`src/rtl/fp_cmp_pred.sv`:
```
module fp_cmp_pred #(
  parameter int KEEP_W = 28
) (
  input  logic              clk,
  input  logic              rst_n,
  input  logic              cmp_valid,
  input  logic              dbl_sel,
  input  logic [2:0]        pred_code,
  input  logic [63:0]       opa,
  input  logic [63:0]       opb,
  input  logic [KEEP_W-1:0] stat_keep,
  output logic              cond_flag,
  output logic [KEEP_W+3:0] stat_out,
  output logic              invalid_pulse
);
  localparam int STAT_W = KEEP_W + 4;

  typedef enum logic [1:0] {REL_LT, REL_EQ, REL_GT, REL_UN} rel_t;

  logic        sgn_a, sgn_b, nan_a, nan_b, snan_a, snan_b;
  logic [62:0] mag_a, mag_b;
  rel_t        rel;
  logic        hit;

  assign sgn_a = dbl_sel ? opa[63] : opa[31];
  assign sgn_b = dbl_sel ? opb[63] : opb[31];
  assign mag_a = dbl_sel ? opa[62:0] : {32'd0, opa[30:0]};
  assign mag_b = dbl_sel ? opb[62:0] : {32'd0, opb[30:0]};

  assign nan_a = dbl_sel ? (&opa[62:52] && |opa[51:0]) : (&opa[30:23] && |opa[22:0]);
  assign nan_b = dbl_sel ? (&opb[62:52] && |opb[51:0]) : (&opb[30:23] && |opb[22:0]);
  assign snan_a = nan_a && !(dbl_sel ? opa[51] : opa[22]);
  assign snan_b = nan_b && !(dbl_sel ? opb[51] : opb[22]);

  always_comb begin
    if (nan_a || nan_b)                              rel = REL_UN;
    else if ((mag_a == 63'd0 && mag_b == 63'd0) ||
             (sgn_a == sgn_b && mag_a == mag_b))     rel = REL_EQ;
    else if (sgn_a != sgn_b)                         rel = sgn_a ? REL_LT : REL_GT;
    else if (!sgn_a)                                 rel = (mag_a < mag_b) ? REL_LT : REL_GT;
    else                                             rel = (mag_a < mag_b) ? REL_GT : REL_LT;
  end

  always_comb begin
    case (pred_code)
      3'd0:    hit = 1'b0;
      3'd1:    hit = (rel == REL_UN);
      3'd2:    hit = (rel == REL_EQ);
      3'd3:    hit = (rel == REL_UN) || (rel == REL_EQ);
      3'd4:    hit = (rel == REL_LT);
      3'd5:    hit = (rel == REL_UN) || (rel == REL_LT);
      3'd6:    hit = (rel == REL_LT) || (rel == REL_EQ);
      default: hit = (rel != REL_GT);
    endcase
  end

  always_ff @(posedge clk) begin
    if (!rst_n) begin
      cond_flag     <= 1'b0;
      stat_out      <= '0;
      invalid_pulse <= 1'b0;
    end else begin
      invalid_pulse <= cmp_valid && (snan_a || snan_b);
      if (cmp_valid) begin
        cond_flag <= hit;
        stat_out  <= {2'b00, hit, 1'b0, stat_keep};
      end
    end
  end

  p_hold_r8: assert property (@(posedge clk) disable iff (!rst_n)
    !cmp_valid |=> $stable(cond_flag) && $stable(stat_out) && !invalid_pulse);

  p_status_form_r4: assert property (@(posedge clk) disable iff (!rst_n)
    cmp_valid |=> stat_out[KEEP_W-1:0] == $past(stat_keep) &&
                  stat_out[STAT_W-1 -: 2] == 2'b00 && !stat_out[KEEP_W] &&
                  stat_out[KEEP_W+1] == cond_flag);

  p_never_r3: assert property (@(posedge clk) disable iff (!rst_n)
    (cmp_valid && pred_code == 3'd0) |=> !cond_flag);

  p_snan_unordered_r5: assert property (@(posedge clk) disable iff (!rst_n)
    (cmp_valid && pred_code == 3'd1) |=> (invalid_pulse |-> cond_flag));

  p_zero_equal_r2: assert property (@(posedge clk) disable iff (!rst_n)
    (cmp_valid && dbl_sel && pred_code == 3'd2 && opa[62:0] == 63'd0 && opb[62:0] == 63'd0)
      |=> cond_flag);
endmodule

```
`config.mk`:
```
export PLATFORM = sky130hd
export DESIGN_NAME = fp_cmp_pred
export DESIGN_NICKNAME = d
export VERILOG_FILES = /design/src/rtl/fp_cmp_pred.sv
export SDC_FILE = /design/constraint.sdc
export NUM_CORES = 1
export LEC_CHECK = 0
export BUFFER_PORTS_ARGS = -buffer_cell sky130_fd_sc_hd__buf_2
export CAP_MARGIN = 20
export CORE_MARGIN = 4
export CORE_UTILIZATION = 41
export DETAILED_ROUTE_END_ITERATION = 8
export PLACE_DENSITY = 0.78
export SLEW_MARGIN = 25
export SYNTH_ARGS = -nofsm -noshare
export SYNTH_HDL_FRONTEND = slang
export SYNTH_SLANG_ARGS = --single-unit
```
`constraint.sdc`:
```
create_clock -name clk -period 3 [get_ports clk]
set_input_delay 0.15 -clock clk [delete_from_list [all_inputs] [get_ports clk]]
set_output_delay 0.15 -clock clk [all_outputs]
set_load 0.05 [all_outputs]
```
==> flow_metrics.py, run 1 <==
metrics = {
    "routing": {
        "routedWlPerCell_microns": 15.59,
        "vias": 4057,
        "routed_via_density": 5.453,
        "drc": 0,
        "finalWirelength_mm": 11.60,
        "drt_iter0_markers": 138,
        "first_pass_iters": 5,
        "ant_nets": 0,
    },
    "yosys": {
        "syn_area_per_cell_sq_um": 7.709,
        "synth_area_sq_um": 3492,
        "synth_simple_gate_area_frac": 0.3425,
        "synth_top_area_frac": 0.2257,
        "synth_top_family_by_area": "simple AND/OR/NAND/NOR gates",
        "synth_adder_area_share": 0.2257,
        "synth_ff_type": "dfxtp_1",
        "synth_compound_area_frac": 0.1093,
        "synthArstFlopShare": 0,
        "postSynthCellCount": 453,
        "ys_warn_count": 0,
        "synthTopCellsByArea": "ha_1, dfxtp_1, mux2i_1, nand2_1, and2_1",
        "ys_seq_area_frac": 0.1720,
        "synth_mux_area_frac": 0.08599,
        "synth_edf_count": 0,
        "synth_cell_types": 45,
        "synth_xor_area_frac": 0.002508,
        "synth_largest_area_cell": "ha_1",
        "synth-seq-cells": 30,
    },
    "cts": {
        "clk-insertion-delay-late_ns": 0.27,
        "cts_setup_buffers": 0,
        "cts_resized": 0,
        "cts_buffers": 5,
        "clockBufferDepth": 2,
        "cts.sinks": 30,
        "clkSlewWorstSetupHoldPaths_ns": 0.06,
        "cts_tree": "built",
        "hold_buffers": 0,
        "htree_levels": 2,
        "clockRootBuffer": "clkbuf_8",
    },
    "global_routing": {
        "grt_max_degree": 36,
        "grt_pass1_wl_mm": 18.30,
        "antenna_found_initial": 0,
        "grt_usage": 0.2213,
        "grt_pass1_vias": 4098,
        "overflow": 0,
    },
    "setup_path": {
        "path_cells": "buf_2, buf_12, nand2_1, ha_1, a21oi_1, o21ai_0, a221oi_1, o21ai_0, or4_1, o2111ai_1, a41oi_1",
        "crit_slowest_cell": "or4_1",
        "end_kind": "flop",
        "cp_num_buf_inv": 2,
        "critPathArrivalTime_ns": 2.68,
        "slowest_delay_ns": 0.52,
        "path_common_cell": "o21ai_0",
        "crit_fanout": 35,
        "start_kind": "primary input",
        "crit_type": "in2reg",
        "critPathRequiredTime_ns": 3.10,
        "crit_family": "compound AO/OA/AOI/OAI gates",
    },
    "pwr": {
        "leakage_uw": 0.002392,
        "p_switching_uw": 495.5,
        "seqPwrFrac": 0.323,
        "max-vdd-ir-drop_v": 0.0002182,
        "clockPowerShare": 0.244,
        "p_comb_frac": 0.433,
        "internal-power_uw": 844.4,
        "swShare": 0.3698,
        "power_density_nw_per_um2": 289.6,
        "power_uw": 1340,
    },
    "floorplan": {
        "dieArea_sq_um": 10060,
        "die_height_microns": 100.3,
        "core_sq_um": 8258,
        "rows": 33,
        "initial_core_util": 0.4229,
        "io_pins": 197,
        "dieWidth_microns": 100.3,
    },
    "layout": {
        "diodes": 0,
        "mostFrequentLayoutCells": "buf_2, ha_1, nand2_1",
        "nets": 864,
        "mostFrequentLayoutCell": "buf_2",
        "syn2layout_area_growth_pct": 32.50,
        "drive_above_1_share": 0.3224,
        "fillers": 804,
    },
    "place": {
        "numPortBuffers": 193,
        "dp.final_hpwl_mm": 10.29,
        "place_congestion": 0.9639,
    },
    "sta": {
        "skew_ns": 0,
        "post-route-min-period_ns": 2.581,
        "finalHoldViolations": 0,
        "relSlewSlack": 0.4289,
        "worstMarginPinSlew_ns": 0.8567,
        "final.period_utilization": 0.8605,
        "finalSetupTns_ns": 0,
        "slew_viol_final": 0,
        "fmax_mhz": 387.4,
        "setup_viol": 0,
        "rsz0062_at_grt": "false",
    },
    "min_path": {
        "hold_path.class": "in2reg",
    },
    "outcome": {
        "status": "complete, no violations",
    },
    "run": {
        "drv_cap": 0,
    },
}
==> per-layer routing <==
| layer | global-route usage | vias to the layer above | wire length [microns] |
|---|---|---|---|
| met3 | 0.03822 | 18 | 912 |
| met5 | 0 | - | 0 |
| met2 | 0.3909 | 168 | 5620 |
| met1 | 0.2779 | 1852 | 4834 |
| li1 | - | 2019 | - |
| met4 | 0.05492 | 0 | 231 |
==> final cells by class <==
| class | instances | area (sq um) | share of cell area |
|---|---|---|---|
| Tap cell | 105 | 131.4 | 0.02839 |
| Timing Repair Buffer | 195 | 993.5 | 0.2147 |
| Sequential cell | 30 | 600.6 | 0.1298 |
| Inverter | 33 | 123.9 | 0.02677 |
| Multi-Input combinational cell | 373 | 2686 | 0.5806 |
| Clock inverter | 1 | 5.005 | 0.001082 |
| Clock buffer | 7 | 86.33 | 0.01866 |
==> synth_stat cells (all sizes together) (8+ instances only) <==
cell,count
ha,63
nand2,58
and2,33
inv,33
dfxtp,30
mux2i,30
nor4,29
nor2b,28
a21oi,25
nand4,20
o21ai,14
clkbuf,12
nor3,11
nand3,10
nor2,9
and4,8
==> state kept, by name, summed over array words and instances (netlist names) <==
name	count
cond_flag	1
invalid_pulse	1
stat_out	28
==> kinds of logic after synthesis <==
| kind of cell | after synthesis |
|---|---|
| buffers and inverters | 52 |
| DFF | 30 |
| other | 1 |
| muxes | 30 |
| xor gates and xnor gates | 1 |
| adders and majority gates | 63 |
| and+or+nand+nor | 215 |
| AOI/OAI and AO/OA | 61 |
==> worst paths after layout <==
| kind | slack, ns | endpoint | depth (start not counted) | from |
|---|---|---|---|---|
| max | 0.42 | cond_flag$_SDFFE_PN0P_ | 11 | dbl_sel |
| min | 0.14 | stat_out[20]$_SDFFE_PN0P_ | 3 | stat_keep[20] |
| max reg2reg | 2.29 | cond_flag$_SDFFE_PN0P_ | 2 | cond_flag$_SDFFE_PN0P_ |
| min reg2reg | 0.51 | stat_out[10]$_SDFFE_PN0P_ | 2 | stat_out[10]$_SDFFE_PN0P_ |
==> worst min-delay path: cells and delay by family <==
family        cells  cell delay, ns
simple gates      1            0.09
buf+inv           1            0.07
mux               1            0.06
==> stage by stage <==
stage	cells	cell area (sq um)	hold WS, ns	setup WS [ns]	util
after global placement	736	4536	0.4060	0.2158	0.5492
after floorplan	455	3500	0.3195	0.1000	-
after global routing	744	4627	0.1292	0.2236	0.5603
after CTS	744	4627	0.1291	0.4445	0.5603
final	744	4627	0.1358	0.4186	0.5603
after detailed placement	736	4536	0.4146	0.1664	0.5492
==> power groups by stage <==
stage	sequential (uW)	clock, uW	combinational (uW)
3_3_place_gp	440	0	562
5_1_grt	436	354	646
3_5_place_dp	442	0	577
4_1_cts	433	334	580
2_1_floorplan	522	0	268
6_report	433	326	580
Power figures use the tool's default switching activity.
==> inputs of run 2 (changes only) <==
--- a/config.mk
+++ b/config.mk
@@ -7,10 +7,12 @@
 export LEC_CHECK = 0
 export BUFFER_PORTS_ARGS = -buffer_cell sky130_fd_sc_hd__buf_2
 export CAP_MARGIN = 20
+export CELL_PAD_IN_SITES_DETAIL_PLACEMENT = 0
+export CELL_PAD_IN_SITES_GLOBAL_PLACEMENT = 1
 export CORE_MARGIN = 4
-export CORE_UTILIZATION = 41
+export CORE_UTILIZATION = 28
 export DETAILED_ROUTE_END_ITERATION = 8
-export PLACE_DENSITY = 0.78
+export PLACE_DENSITY_LB_ADDON = 0.1
 export SLEW_MARGIN = 25
 export SYNTH_ARGS = -nofsm -noshare
 export SYNTH_HDL_FRONTEND = slang
==> flow_metrics.py, run 2 (synthesis results as in run 1) <==
metrics = {
    "pwr": {
        "max-vdd-ir-drop_v": 0.0003578,
        "leakage_uw": 0.002426,
        "power_density_nw_per_um2": 312.6,
    },
    "setup_path": {
        "path_cells": "buf_2, buf_4, and2_1, ha_1, a21oi_1, o21ai_0, a221oi_1, o21ai_0, or4_1, o2111ai_1, a41oi_1",
        "end_kind": "flop",
        "critPathArrivalTime_ns": 2.74,
        "r2r_slack_ns": 2.26,
        "crit_fanout": 18,
        "crit_slowest_cell": "or4_1",
        "rr_worst_depth": 2,
        "r2r_end": "cond_flag$_SDFFE_PN0P_",
        "critPathRequiredTime_ns": 3.09,
        "path_common_cell": "o21ai_0",
        "reg2reg_from": "cond_flag$_SDFFE_PN0P_",
        "crit_type": "in2reg",
        "start_kind": "primary input",
        "slowest_delay_ns": 0.53,
    },
    "cts": {
        "htree_levels": 2,
        "clkSlewWorstSetupHoldPaths_ns": 0.05,
        "clk-insertion-delay-late_ns": 0.26,
        "cts_setup_buffers": 0,
        "cts_buffers": 5,
        "cts_resized": 0,
        "cts_tree": "built",
        "clockRootBuffer": "clkbuf_16",
        "hold_buffers": 0,
        "clockBufferDepth": 2,
        "cts.sinks": 30,
    },
    "layout": {
        "mostFrequentLayoutCell": "buf_2",
        "fillers": 1306,
        "finalNonFillerCells": 809,
        "diodes": 0,
        "largest-register": "stat_out",
        "mostFrequentLayoutCells": "buf_2, ha_1, nand2_1",
        "syn2layout_area_growth_pct": 36.90,
        "nets": 866,
        "largest_reg_flops": 28,
        "top_regs": "stat_out: 28 flops, cond_flag: 1 flops, invalid_pulse: 1 flops",
        "drive_above_1_share": 0.3261,
    },
    "place": {
        "dp_cells": 801,
        "place_congestion": 0.8078,
        "dp.final_hpwl_mm": 10.62,
        "numPortBuffers": 193,
    },
    "global_routing": {
        "grt_pass1_wl_mm": 19.74,
        "grt_pass1_vias": 4160,
        "grt_usage": 0.1644,
        "antenna_found_initial": 1,
        "grt_max_degree": 41,
        "overflow": 0,
    },
    "sta": {
        "slew_viol_final": 0,
        "finalHoldViolations": 0,
        "setup_viol": 0,
        "final.period_utilization": 0.8865,
        "fmax_mhz": 376.0,
        "worstMarginPinSlew_ns": 0.8931,
        "relSlewSlack": 0.4046,
        "finalSetupTns_ns": 0,
        "rsz0062_at_grt": "false",
        "post-route-min-period_ns": 2.659,
        "skew_ns": 0,
    },
    "routing": {
        "drt_iter0_markers": 176,
        "highest_layer": "met5",
        "vias": 3920,
        "dr_wl_met3_microns": 915,
        "first_pass_iters": 4,
        "drc": 0,
        "finalWirelength_mm": 12.02,
        "wl_met2_mm": 5.751,
        "routed_via_density": 4.845,
        "wl_met1_mm": 5.296,
        "routedWlPerCell_microns": 14.86,
        "ant_nets": 0,
    },
    "floorplan": {
        "initial_core_util": 0.2883,
        "die_height_microns": 119.7,
        "io_pins": 197,
        "rows": 40,
        "core_sq_um": 12110,
        "dieArea_sq_um": 14320,
        "dieWidth_microns": 119.7,
    },
    "outcome": {
        "status": "complete, no violations",
    },
    "min_path": {
        "hold_path.class": "in2reg",
        "min-delay-start": "stat_keep[13]",
        "whs_endpoint": "stat_out[13]$_SDFFE_PN0P_",
        "hold_path_depth": 3,
    },
    "run": {
        "drv_cap": 0,
    },
}
run 2: cell types whose count changed in the layout (fill, tap and decap cells not counted), sizes merged:
cell / previous run / this run
clkinvlp: 0 / 1
buf: 195 / 197
clkbuf: 7 / 6
run 2: metrics by stage:
stage / hold WS [ns] / setup WS, ns / power (uW) / cell area (sq um) / util
2_1_floorplan: 0.3195 / 0.1000 / 790.6 / 3500 / -
3_3_place_gp: 0.4060 / 0.1444 / 1016 / 4629 / 0.3822
3_5_place_dp: 0.4185 / 0.07339 / 1019 / 4629 / 0.3822
4_1_cts: 0.1350 / 0.3350 / 1519 / 4781 / 0.3947
5_1_grt: 0.1520 / 0.1184 / 1604 / 4781 / 0.3947
6_report: 0.1391 / 0.3406 / 1494 / 4781 / 0.3947
run 2: worst max-delay path: cells and delay by family:
family / cells / cell delay (ns)
fa+ha+maj: 1 / 0.24
buf+inv: 2 / 0.49
simple gates: 2 / 0.68
compound gates: 6 / 1.18
run 2: final cells by class:
type | count | area (sq um) | share of cell area
clock buffer | 6 | 138.9 | 0.02905
clock inverter | 2 | 12.51 | 0.002617
inverter | 33 | 123.9 | 0.02591
multi-input combinational | 373 | 2686 | 0.5619
sequential | 30 | 600.6 | 0.1256
tap | 168 | 210.2 | 0.04397
timing repair buffer | 197 | 1008 | 0.2109
run 2: worst max-delay path by stage:
stage | from | end | slack, ns | cells past startpoint
6_report | dbl_sel | cond_flag$_SDFFE_PN0P_ | 0.34 | 11
5_1_grt | dbl_sel | cond_flag$_SDFFE_PN0P_ | 0.12 | 11
4_1_cts | dbl_sel | cond_flag$_SDFFE_PN0P_ | 0.34 | 11
3_5_place_dp | dbl_sel | cond_flag$_SDFFE_PN0P_ | 0.07 | 11
3_3_place_gp | dbl_sel | cond_flag$_SDFFE_PN0P_ | 0.14 | 11
2_1_floorplan | dbl_sel | cond_flag$_SDFFE_PN0P_ | 0.10 | 13
run 2: report_power, final:
| group | switching [uW] | internal, uW |
|---|---|---|
| Combinational | 337 | 238 |
| Sequential | 11.1 | 423 |
| Clock | 159 | 327 |
| Total | 507 | 987 |
run 2: per-layer routing:
metal	track usage	vias to the layer above
li1	-	2019
met1	0.2190	1760
met2	0.2807	131
met3	0.03487	8
met4	0.02076	2
met5	0	-
